==> src/rtl/vms_pkg.sv <==
package vms_pkg;
  typedef enum logic [1:0] {
    PWR_POR = 2'd0,
    PWR_RUN = 2'd1,
    PWR_OFF = 2'd2
  } pwr_e;
endpackage

==> src/rtl/vms_power.sv <==
module vms_power
  import vms_pkg::*;
#(
  parameter int unsigned POR_CYC = 10000
) (
  input  logic clk_i,
  input  logic rst_ni,
  input  logic supply_ok_i,
  input  logic hw_mute_ni,
  input  logic cal_done_i,
  output logic run_o,
  output logic hm_evt_o,
  output logic cal_req_o,
  output logic cal_busy_o
);
  localparam int unsigned CW = $clog2(POR_CYC + 1);

  pwr_e           st_q, st_d;
  logic [CW-1:0]  cnt_q;
  logic           hm_prev_q;
  logic           por_entry;

  always_comb begin
    st_d = st_q;
    unique case (st_q)
      PWR_POR: if (cnt_q == CW'(POR_CYC - 1)) st_d = PWR_RUN;
      PWR_OFF: if (supply_ok_i) st_d = PWR_POR;
      default: ;
    endcase
    if (!supply_ok_i) st_d = PWR_OFF;
  end

  assign run_o     = (st_q == PWR_RUN) && supply_ok_i;
  assign hm_evt_o  = run_o && !hw_mute_ni && hm_prev_q;
  assign por_entry = (st_q == PWR_OFF) && (st_d == PWR_POR);

  always_ff @(posedge clk_i or negedge rst_ni) begin
    if (!rst_ni) begin
      st_q       <= PWR_POR;
      cnt_q      <= '0;
      hm_prev_q  <= 1'b0;
      cal_req_o  <= 1'b1;
      cal_busy_o <= 1'b1;
    end else begin
      st_q      <= st_d;
      hm_prev_q <= hw_mute_ni;
      cnt_q     <= (st_q == PWR_POR && st_d == PWR_POR) ? cnt_q + 1'b1 : '0;
      cal_req_o <= hm_evt_o || por_entry;
      if (hm_evt_o || por_entry) cal_busy_o <= 1'b1;
      else if (cal_done_i)       cal_busy_o <= 1'b0;
    end
  end
endmodule

==> src/rtl/vms_gate.sv <==
module vms_gate #(
  parameter int unsigned TMO_CYC = 1800000
) (
  input  logic clk_i,
  input  logic rst_ni,
  input  logic mute_req_i,
  input  logic zc_i,
  input  logic cal_busy_i,
  output logic conn_o
);
  localparam int unsigned TW = $clog2(TMO_CYC + 1);

  logic [TW-1:0] tmo_q;

  always_ff @(posedge clk_i or negedge rst_ni) begin
    if (!rst_ni) begin
      conn_o <= 1'b0;
      tmo_q  <= '0;
    end else if (mute_req_i) begin
      if (conn_o) begin
        if (zc_i || tmo_q == TW'(TMO_CYC - 1)) begin
          conn_o <= 1'b0;
          tmo_q  <= '0;
        end else begin
          tmo_q <= tmo_q + 1'b1;
        end
      end else begin
        tmo_q <= '0;
      end
    end else begin
      tmo_q <= '0;
      if (!conn_o && !cal_busy_i) conn_o <= 1'b1;
    end
  end
endmodule

==> src/rtl/vms_volume.sv <==
module vms_volume #(
  parameter int unsigned NCH      = 2,
  parameter int unsigned CH_W     = 8,
  parameter int unsigned STEP_CYC = 1000
) (
  input  logic                clk_i,
  input  logic                rst_ni,
  input  logic                run_i,
  input  logic                clr_i,
  input  logic                wr_en_i,
  input  logic [NCH*CH_W-1:0] wr_data_i,
  input  logic                soft_i,
  output logic [NCH*CH_W-1:0] vol_o
);
  localparam int unsigned SW = $clog2(STEP_CYC + 1);

  logic                ramp_q;
  logic [SW-1:0]       scnt_q;
  logic [NCH*CH_W-1:0] vol_dec;
  logic                all_low;
  logic                step;

  for (genvar c = 0; c < NCH; c++) begin : g_dec
    assign vol_dec[c*CH_W +: CH_W] = (vol_o[c*CH_W +: CH_W] == '0) ? '0
                                   : vol_o[c*CH_W +: CH_W] - CH_W'(1);
  end

  always_comb begin
    all_low = 1'b1;
    for (int c = 0; c < NCH; c++)
      if (vol_o[c*CH_W +: CH_W] > CH_W'(1)) all_low = 1'b0;
  end

  assign step = ramp_q && (scnt_q == SW'(STEP_CYC - 1));

  always_ff @(posedge clk_i or negedge rst_ni) begin
    if (!rst_ni) begin
      vol_o  <= '0;
      ramp_q <= 1'b0;
      scnt_q <= '0;
    end else if (!run_i || clr_i) begin
      vol_o  <= '0;
      ramp_q <= 1'b0;
      scnt_q <= '0;
    end else if (wr_en_i) begin
      vol_o  <= wr_data_i;
      ramp_q <= 1'b0;
      scnt_q <= '0;
    end else if (soft_i) begin
      ramp_q <= 1'b1;
      scnt_q <= '0;
    end else if (ramp_q) begin
      if (step) begin
        vol_o  <= vol_dec;
        scnt_q <= '0;
        if (all_low) ramp_q <= 1'b0;
      end else begin
        scnt_q <= scnt_q + 1'b1;
      end
    end
  end
endmodule

==> src/rtl/vol_mute_seq.sv <==
module vol_mute_seq #(
  parameter int unsigned NCH      = 2,
  parameter int unsigned CH_W     = 8,
  parameter int unsigned TMO_CYC  = 1800000,
  parameter int unsigned POR_CYC  = 10000,
  parameter int unsigned STEP_CYC = 1000
) (
  input  logic                clk_i,
  input  logic                rst_ni,
  input  logic                hw_mute_ni,
  input  logic                supply_ok_i,
  input  logic [NCH-1:0]      zc_i,
  input  logic                cal_done_i,
  input  logic                wr_en_i,
  input  logic [NCH*CH_W-1:0] wr_data_i,
  input  logic                soft_mute_i,
  output logic [NCH-1:0]      out_en_o,
  output logic                cal_req_o,
  output logic                cal_busy_o,
  output logic [NCH*CH_W-1:0] vol_o
);
  logic run;
  logic hm_evt;
  logic mute_req;

  vms_power #(.POR_CYC(POR_CYC)) u_pwr (
    .clk_i      (clk_i),
    .rst_ni     (rst_ni),
    .supply_ok_i(supply_ok_i),
    .hw_mute_ni (hw_mute_ni),
    .cal_done_i (cal_done_i),
    .run_o      (run),
    .hm_evt_o   (hm_evt),
    .cal_req_o  (cal_req_o),
    .cal_busy_o (cal_busy_o)
  );

  // any mute source, including power-up and supply loss
  assign mute_req = !hw_mute_ni || !run;

  for (genvar c = 0; c < NCH; c++) begin : g_ch
    vms_gate #(.TMO_CYC(TMO_CYC)) u_gate (
      .clk_i     (clk_i),
      .rst_ni    (rst_ni),
      .mute_req_i(mute_req),
      .zc_i      (zc_i[c]),
      .cal_busy_i(cal_busy_o),
      .conn_o    (out_en_o[c])
    );
  end

  vms_volume #(.NCH(NCH), .CH_W(CH_W), .STEP_CYC(STEP_CYC)) u_vol (
    .clk_i    (clk_i),
    .rst_ni   (rst_ni),
    .run_i    (run),
    .clr_i    (hm_evt),
    .wr_en_i  (wr_en_i),
    .wr_data_i(wr_data_i),
    .soft_i   (soft_mute_i),
    .vol_o    (vol_o)
  );
endmodule

==> config.mk <==
export PLATFORM = sky130hd
export DESIGN_NAME = vol_mute_seq
export DESIGN_NICKNAME = d
export VERILOG_FILES = /design/src/rtl/vms_pkg.sv /design/src/rtl/vms_power.sv /design/src/rtl/vms_gate.sv /design/src/rtl/vms_volume.sv /design/src/rtl/vol_mute_seq.sv
export SDC_FILE = /design/constraint.sdc
export NUM_CORES = 1
export LEC_CHECK = 0
export BUFFER_PORTS_ARGS = -buffer_cell sky130_fd_sc_hd__clkbuf_2
export CAP_MARGIN = 40
export CORE_UTILIZATION = 49
export CTS_BUF_LIST = sky130_fd_sc_hd__clkbuf_8
export DETAILED_ROUTE_END_ITERATION = 16
export HOLD_SLACK_MARGIN = 0.03
export PLACE_DENSITY = 0.64
export SETUP_SLACK_MARGIN = 0.2
export SLEW_MARGIN = 0
export SYNTH_ARGS = -nofsm -noshare
export SYNTH_HDL_FRONTEND = slang
export SYNTH_SLANG_ARGS = --single-unit
==> constraint.sdc <==
create_clock -name clk_i -period 2.7 [get_ports clk_i]
set_input_delay 0.54 -clock clk_i [delete_from_list [all_inputs] [get_ports clk_i]]
set_output_delay 0.54 -clock clk_i [all_outputs]
set_load 0.02 [all_outputs]
==> run_results.csv, run 1 <==
group,metric,value,unit
run_status,status,"complete, no violations",
floorplan,die_y,102.0,microns
clocking,hold_buffers,0,
placement,portBuffers,44,
global_route,grt_max_degree,46,
timing,min_period,2.142,ns
global_route,grt_pass1_vias,3969,
layout,syn_to_final_growth,11.90,%
global_route,grt_pass1_wl,18260,microns
route,wl_per_cell,15.16,microns
yosys,synth.avg_cell_area,9.366,sq um
layout,final_layout_size_suffix_gt1_share,14.51,%
placement,dp_cells,689,
floorplan,start_util,50.35,%
timing,timing.fmax,466.8,MHz
layout,final.fill_count,904,
route,drt_pass1_iterations,4,
route,drt_iter0_markers,164,
clocking,cts_num_sinks,90,
worst_setup_path,critical_path_class,"reg -> reg",
timing,finalHoldViolCount,0,
route,drc_errors,0,
timing,skew,0.008237,ns
floorplan,row_count,36,
power,power_density,439.1,nW/um^2
yosys,syn_inst,523,
global_route,grt_use_total,22.59,%
clocking,clk_pin_slew,0.09,ns
timing,fin_crit_sh,79.34,%
power,intPower,0.001841,W
worst_setup_path,crit_path_start_kind,"register",
yosys,synth_ff_type,"dfrtp_1",
yosys,ys_warn_count,0,
yosys,synth-seq-cells,90,
floorplan,core_area,9729,sq um
timing,tightest_slew,0.6009,ns
layout,fin_area,5482,sq um
power,p_switching,0.0005654,W
yosys,synth_area_leaders,"dfrtp_1 (45%), nor2_1 (3.8%), a21oi_1 (3.7%)",
yosys,synth-edff-count,0,
worst_setup_path,critPathMaxFanout,8,
placement,placed_area,5279,sq um
worst_setup_path,required,2.96,ns
route,via_count,4081,
timing,setup_viol,0,
floorplan,die_w,102.0,microns
floorplan,die_area,10400,sq um
route,wl,10690,microns
power,seqPwrFrac,56.4,%
route,vias_per_cell,5.789,
clocking,cts_inserted_buffers,9,
power,ir_drop,0.0003802,V
worst_setup_path,end_kind,"register",
clocking,postCtsSetupRepairBufs,0,
clocking,htreeDepth,3,
power,p_comb_share,4.1,%
yosys,ys_types,60,
layout,finish.utilization,56.34,%
power,p_leak,2.275,nW
yosys,ys_seq_area_share,46.03,%
yosys,async_reset_ff_share,100.0,%
power,power,0.002407,W
power,clkPwrFrac,39.5,%
placement,gp_congestion,0.8645,
clocking,cts_buffer_depth,2,
placement,hpwl,7635,microns
worst_setup_path,worstPathArrival,2.40,ns
clocking,cts_tree,"yes",
global_route,antenna_found_initial,0,
clocking,cts_root_buf,"clkbuf_8",
yosys,yosys.area.top_type,"dfrtp_1",
power,p_sw_share,23.49,%
route,ant_nets,0,
clocking,cts_repair_resize_count,0,
timing,rsz0062_at_grt,"no",
yosys,synth.cell_area,4898,sq um
clocking,clkLatencyLatePin,0.36,ns
timing,maxSlewViolCount,0,
timing,fin_setup_tns,0,ns
yosys,synth.top_cell.area_share,44.96,%
layout,antenna_cells,0,
yosys,syn-num-nets,557,
layout,final_cell_count_no_fill,705,
layout,nNetsFinal,601,
global_route,grt_overflow,0,
worst_setup_path,rr_worst_depth,6,
min_path,hp-class,"in -> async",
run,cap_violations,0,
floorplan,ios,45,
timing,slew_headroom,59.63,%
## worst paths after layout
kind	start	to	slack, ns
setup / recovery	u_vol.vol_o[0]	u_vol.vol_o[3]	0.56
hold / removal	rst_ni	u_vol.vol_o[7]	0.14
setup reg to reg	u_vol.vol_o[0]	u_vol.vol_o[3]	0.56
hold reg to reg	g_ch[0].u_gate.tmo_q[0]	g_ch[0].u_gate.tmo_q[0]	0.47
max in group asynchronous	rst_ni	u_pwr.cal_busy_o	1.90
min in group clk_i	hw_mute_ni	u_pwr.hm_prev_q	0.31
## through the flow
step	setup WS (ns)	hold slack [ns]
finish	0.5579	0.1361
floorplan	0.6507	0.2444
global route	0.4730	0.1363
global placement	0.6642	0.4596
CTS	0.5698	0.1257
detailed placement	0.5828	0.4660
## flip-flops by register name (all words and copies together) (netlist names)
signal / flops
u_pwr.st_q: 2
u_vol.vol_o: 16
u_vol.ramp_q: 1
g_ch.u_gate.conn_o: 2
g_ch.u_gate.tmo_q: 42
u_pwr.cal_busy_o: 1
u_pwr.cnt_q: 14
u_pwr.hm_prev_q: 1
u_vol.scnt_q: 10
u_pwr.cal_req_o: 1
## logic make-up (layout without fill, tap and decap cells)
logic type,Yosys count,in the layout,share of synthesized area (%)
compound gates,113,113,14.48
xor+xnor,35,35,6.258
fa+ha+maj,9,9,2.299
buf+inv,42,91,3.653
flops,90,90,46.03
mux,3,3,0.6641
simple gates,231,231,26.62
## layer usage
metal | global-route usage, % | routed length (microns) | vias to the layer above
met3 | 7.114 | 440 | 13
met2 | 37.07 | 5210 | 81
li1 | - | - | 2016
met4 | 7.912 | 151 | 0
met5 | 0 | 0 | -
met1 | 28.16 | 4886 | 1971
## power groups by stage
stage                     clock network [W]  registers (W)  logic (W)
after detailed placement                  0        0.00138   0.000100
after global routing                0.00105        0.00136   0.000113
after floorplan                           0        0.00139  0.0000339
final                              0.000951        0.00136  0.0000979
after CTS                          0.000991        0.00136   0.000101
after global placement                    0        0.00138  0.0000987
## synth_stat cells, drive strengths merged (2+ instances only)
library cell   n
inv           20
or4           12
nand4         19
a31oi          3
nand3b         2
mux2           2
dfrtp         88
nor3b          3
buf           11
or3           18
dfstp          2
and3b          2
o211ai         2
nor2          49
and2           2
xor2          19
o21ai         29
o31ai         15
nor3          14
nand2         31
a22oi          2
nor4           8
a21oi         36
a221oi         3
a211oi         2
and3          11
o32ai          2
o21a           8
nor2b          5
clkbuf        11
or2            5
nor4b          4
and4b          3
nand3         30
and4           4
ha             9
xnor2         16
or4b           7
## layout by cell type, fill, tap and decap left out, drive strengths merged, types with 5 or more instances in the layout
cell,synthesis,layout
nor3,14,14
a21oi,36,36
o21a,8,8
or4b,7,7
nand2,31,31
xor2,19,19
or2,5,5
xnor2,16,16
nor2b,5,5
inv,20,21
o31ai,15,15
dfrtp,88,88
clkbuf,11,53
nand4,19,19
and3,11,11
or3,18,18
nor4,8,8
or4,12,12
nor2,49,49
o21ai,29,29
ha,9,9
buf,11,12
nand3,30,30
## critical path, cell delays in order, from the launching register on
cell and delay (ns):
dfrtp_1 0.42, inv_1 0.10, ha_1 0.23, or4b_1 0.60, or2_0 0.28, and3b_1 0.19
o31a_1 0.22
## area by class of cell
| cell class | count | area, sq um | share of cell area [%] |
|---|---|---|---|
| Multi-Input combinational cell | 391 | 2465 | 44.97 |
| Sequential cell | 90 | 2255 | 41.13 |
| Timing Repair Buffer | 55 | 317.8 | 5.798 |
| Tap cell | 133 | 166.4 | 3.036 |
| Clock buffer | 10 | 137.6 | 2.511 |
| Inverter | 20 | 75.07 | 1.370 |
| Clock inverter | 6 | 65.06 | 1.187 |
No activity file was read; power rests on OpenSTA's default activity.
==> run 2: changes to the inputs <==
==> constraint.sdc (replaced) <==
create_clock -name clk_i -period 2.1 [get_ports clk_i]
set_input_delay 0.42 -clock clk_i [delete_from_list [all_inputs] [get_ports clk_i]]
set_output_delay 0.42 -clock clk_i [all_outputs]
set_load 0.02 [all_outputs]
==> run 2 against run 1 <==
Effect of this change:
- register-to-register slack got worse by 0.36 ns
- via count is 2.3% higher
- final cell count increased by 3.7%
- largest power group unchanged
- critical endpoint unchanged
- flip-flop and latch count is the same
- sequential share of layout area decreased by 2.1 points
==> run_results.csv, run 2 (synthesis gave the netlist of run 1 again) <==
group,metric,value,unit
floorplan,start_util,50.35,%
placement,portBuffers,44,
floorplan,die_w,102.0,microns
route,top_layer,"met4",
route,drc_errors,0,
worst_setup_path,worstPathArrival,2.16,ns
timing,fin_crit_sh,90.69,%
global_route,grt_use_total,23.02,%
min_path,hp-class,"in -> reg",
placement,hpwl,7658,microns
timing,finalHoldViolCount,0,
route,wl_met2,5199,microns
clocking,cts_inserted_buffers,9,
route,wl_met3,438,microns
timing,min_period,1.904,ns
layout,final_cell_mix,"dfrtp_1 (83), nor2_1 (45), clkbuf_2 (43)",
layout,final_common_cell,"dfrtp_1",
timing,layout_setup_ws,0.1956,ns
layout,finish.utilization,59.61,%
timing,timing.fmax,525.1,MHz
clocking,htreeDepth,3,
timing,rsz0062_at_grt,"yes",
power,ir_drop,0.0004135,V
clocking,clk_pin_slew,0.10,ns
run_status,status,"complete, no violations",
route,ant_nets,0,
clocking,cts_buffer_depth,2,
layout,fin_area,5799,sq um
floorplan,row_count,36,
floorplan,die_y,102.0,microns
layout,reg.largest.list,"g_ch.u_gate.tmo_q (42), u_vol.vol_o (16), u_pwr.cnt_q (14)",
layout,largest_reg_flops,42,
placement,placed_area,5400,sq um
layout,final_layout_size_suffix_gt1_share,22.41,%
clocking,clkLatencyLatePin,0.36,ns
floorplan,core_area,9729,sq um
route,drt_iter0_markers,166,
clocking,cts_root_buf,"clkbuf_8",
layout,top_register,"g_ch.u_gate.tmo_q",
worst_setup_path,critical_path_class,"reg -> reg",
global_route,grt_pass1_vias,3970,
timing,setup_viol,0,
power,power_density,529.2,nW/um^2
power,p_leak,2.429,nW
timing,maxSlewViolCount,0,
route,wl,11040,microns
timing,slew_headroom,67.42,%
run,cap_violations,0,
worst_setup_path,end_kind,"register",
global_route,grt_max_degree,36,
clocking,cts_num_sinks,90,
timing,skew,0.01142,ns
route,via_count,4173,
route,vias_per_cell,5.709,
placement,pre_cts_ws,0.1460,ns
worst_setup_path,critPathMaxFanout,5,
layout,antenna_cells,0,
layout,final.fill_count,884,
timing,tightest_slew,0.4886,ns
route,drt_pass1_iterations,4,
layout,nNetsFinal,627,
global_route,grt_pass1_wl,18950,microns
route,wl_per_cell,15.10,microns
floorplan,ios,45,
route,wirelength_met1,5304,microns
global_route,antenna_found_initial,0,
power,power,0.003069,W
placement,gp_congestion,0.8121,
worst_setup_path,required,2.35,ns
clocking,cts_tree,"yes",
timing,fin_setup_tns,0,ns
floorplan,die_area,10400,sq um
layout,syn_to_final_growth,18.39,%
worst_setup_path,crit_path_start_kind,"register",
global_route,grt_overflow,0,
==> run 2: cell count changes in the layout (fill, tap and decap cells not counted), moves of 3 or more <==
cell     before  now
or4b_1        7    4
or4b_4        0    3
dfrtp_2       0    5
dfrtp_1      88   83
buf_4        11   34
nor2_2        0    4
nor2_1       49   45
==> run 2: repair_timing <==
item	in CTS	in global routing
endpoints found under the setup margin	2	48
pin swaps	2	4
cloned	0	1
setup buffers	6	6
hold buffers	1	0
endpoints found under the hold margin	32	0
gates resized for setup	1	29
==> run 2: layer usage <==
layer,vias to the layer above,track usage (%)
met1,2017,32.16
met4,0,8.022
met5,-,0
met3,7,3.488
met2,79,36.60
li1,2070,-
==> run 2: final timing paths <==
path / from / end / slack (ns) / depth (start not counted)
min in group asynchronous: rst_ni / u_vol.vol_o[9] / 0.56 / 2
hold reg to reg: g_ch[0].u_gate.tmo_q[0] / g_ch[0].u_gate.tmo_q[0] / 0.49 / 1
setup reg to reg: u_vol.vol_o[1] / u_vol.vol_o[3] / 0.20 / 6
hold / removal: cal_done_i / u_pwr.cal_busy_o / 0.19 / 2
max in group asynchronous: rst_ni / u_pwr.cal_busy_o / 0.92 / 3
setup / recovery: u_vol.vol_o[1] / u_vol.vol_o[3] / 0.20 / 6
==> run 2: cell type report <==
| type | count | area, sq um | share of cell area, % |
|---|---|---|---|
| clock buffers | 9 | 123.9 | 2.136 |
| multi-input cells | 391 | 2572 | 44.36 |
| clock inverters | 7 | 68.82 | 1.187 |
| repair buffers | 81 | 531.8 | 9.169 |
| well taps | 133 | 166.4 | 2.869 |
| inverters | 20 | 75.07 | 1.294 |
| flip-flops and latches | 90 | 2261 | 38.99 |
==> run 2: critical path: stages, from the launching register on <==
cell and delay (ns):
dfrtp_2 0.42, inv_2 0.08, ha_4 0.13, or4b_4 0.50
or2_4 0.26, and3b_1 0.17, o31a_1 0.23
==> run 2: power by group <==
| group | total, W | switching, W | internal, W |
|---|---|---|---|
| logic | 0.000135 | 0.0000862 | 0.0000492 |
| clock network | 0.00119 | 0.000638 | 0.000551 |
| registers | 0.00174 | 0.00000480 | 0.00174 |
==> run 2: stage by stage <==
step	instances	hold WS, ns
floorplan	523	0.1244
global route	731	0.1701
detailed placement	701	0.4210
global placement	700	0.4183
finish	731	0.1891
CTS	724	0.1738
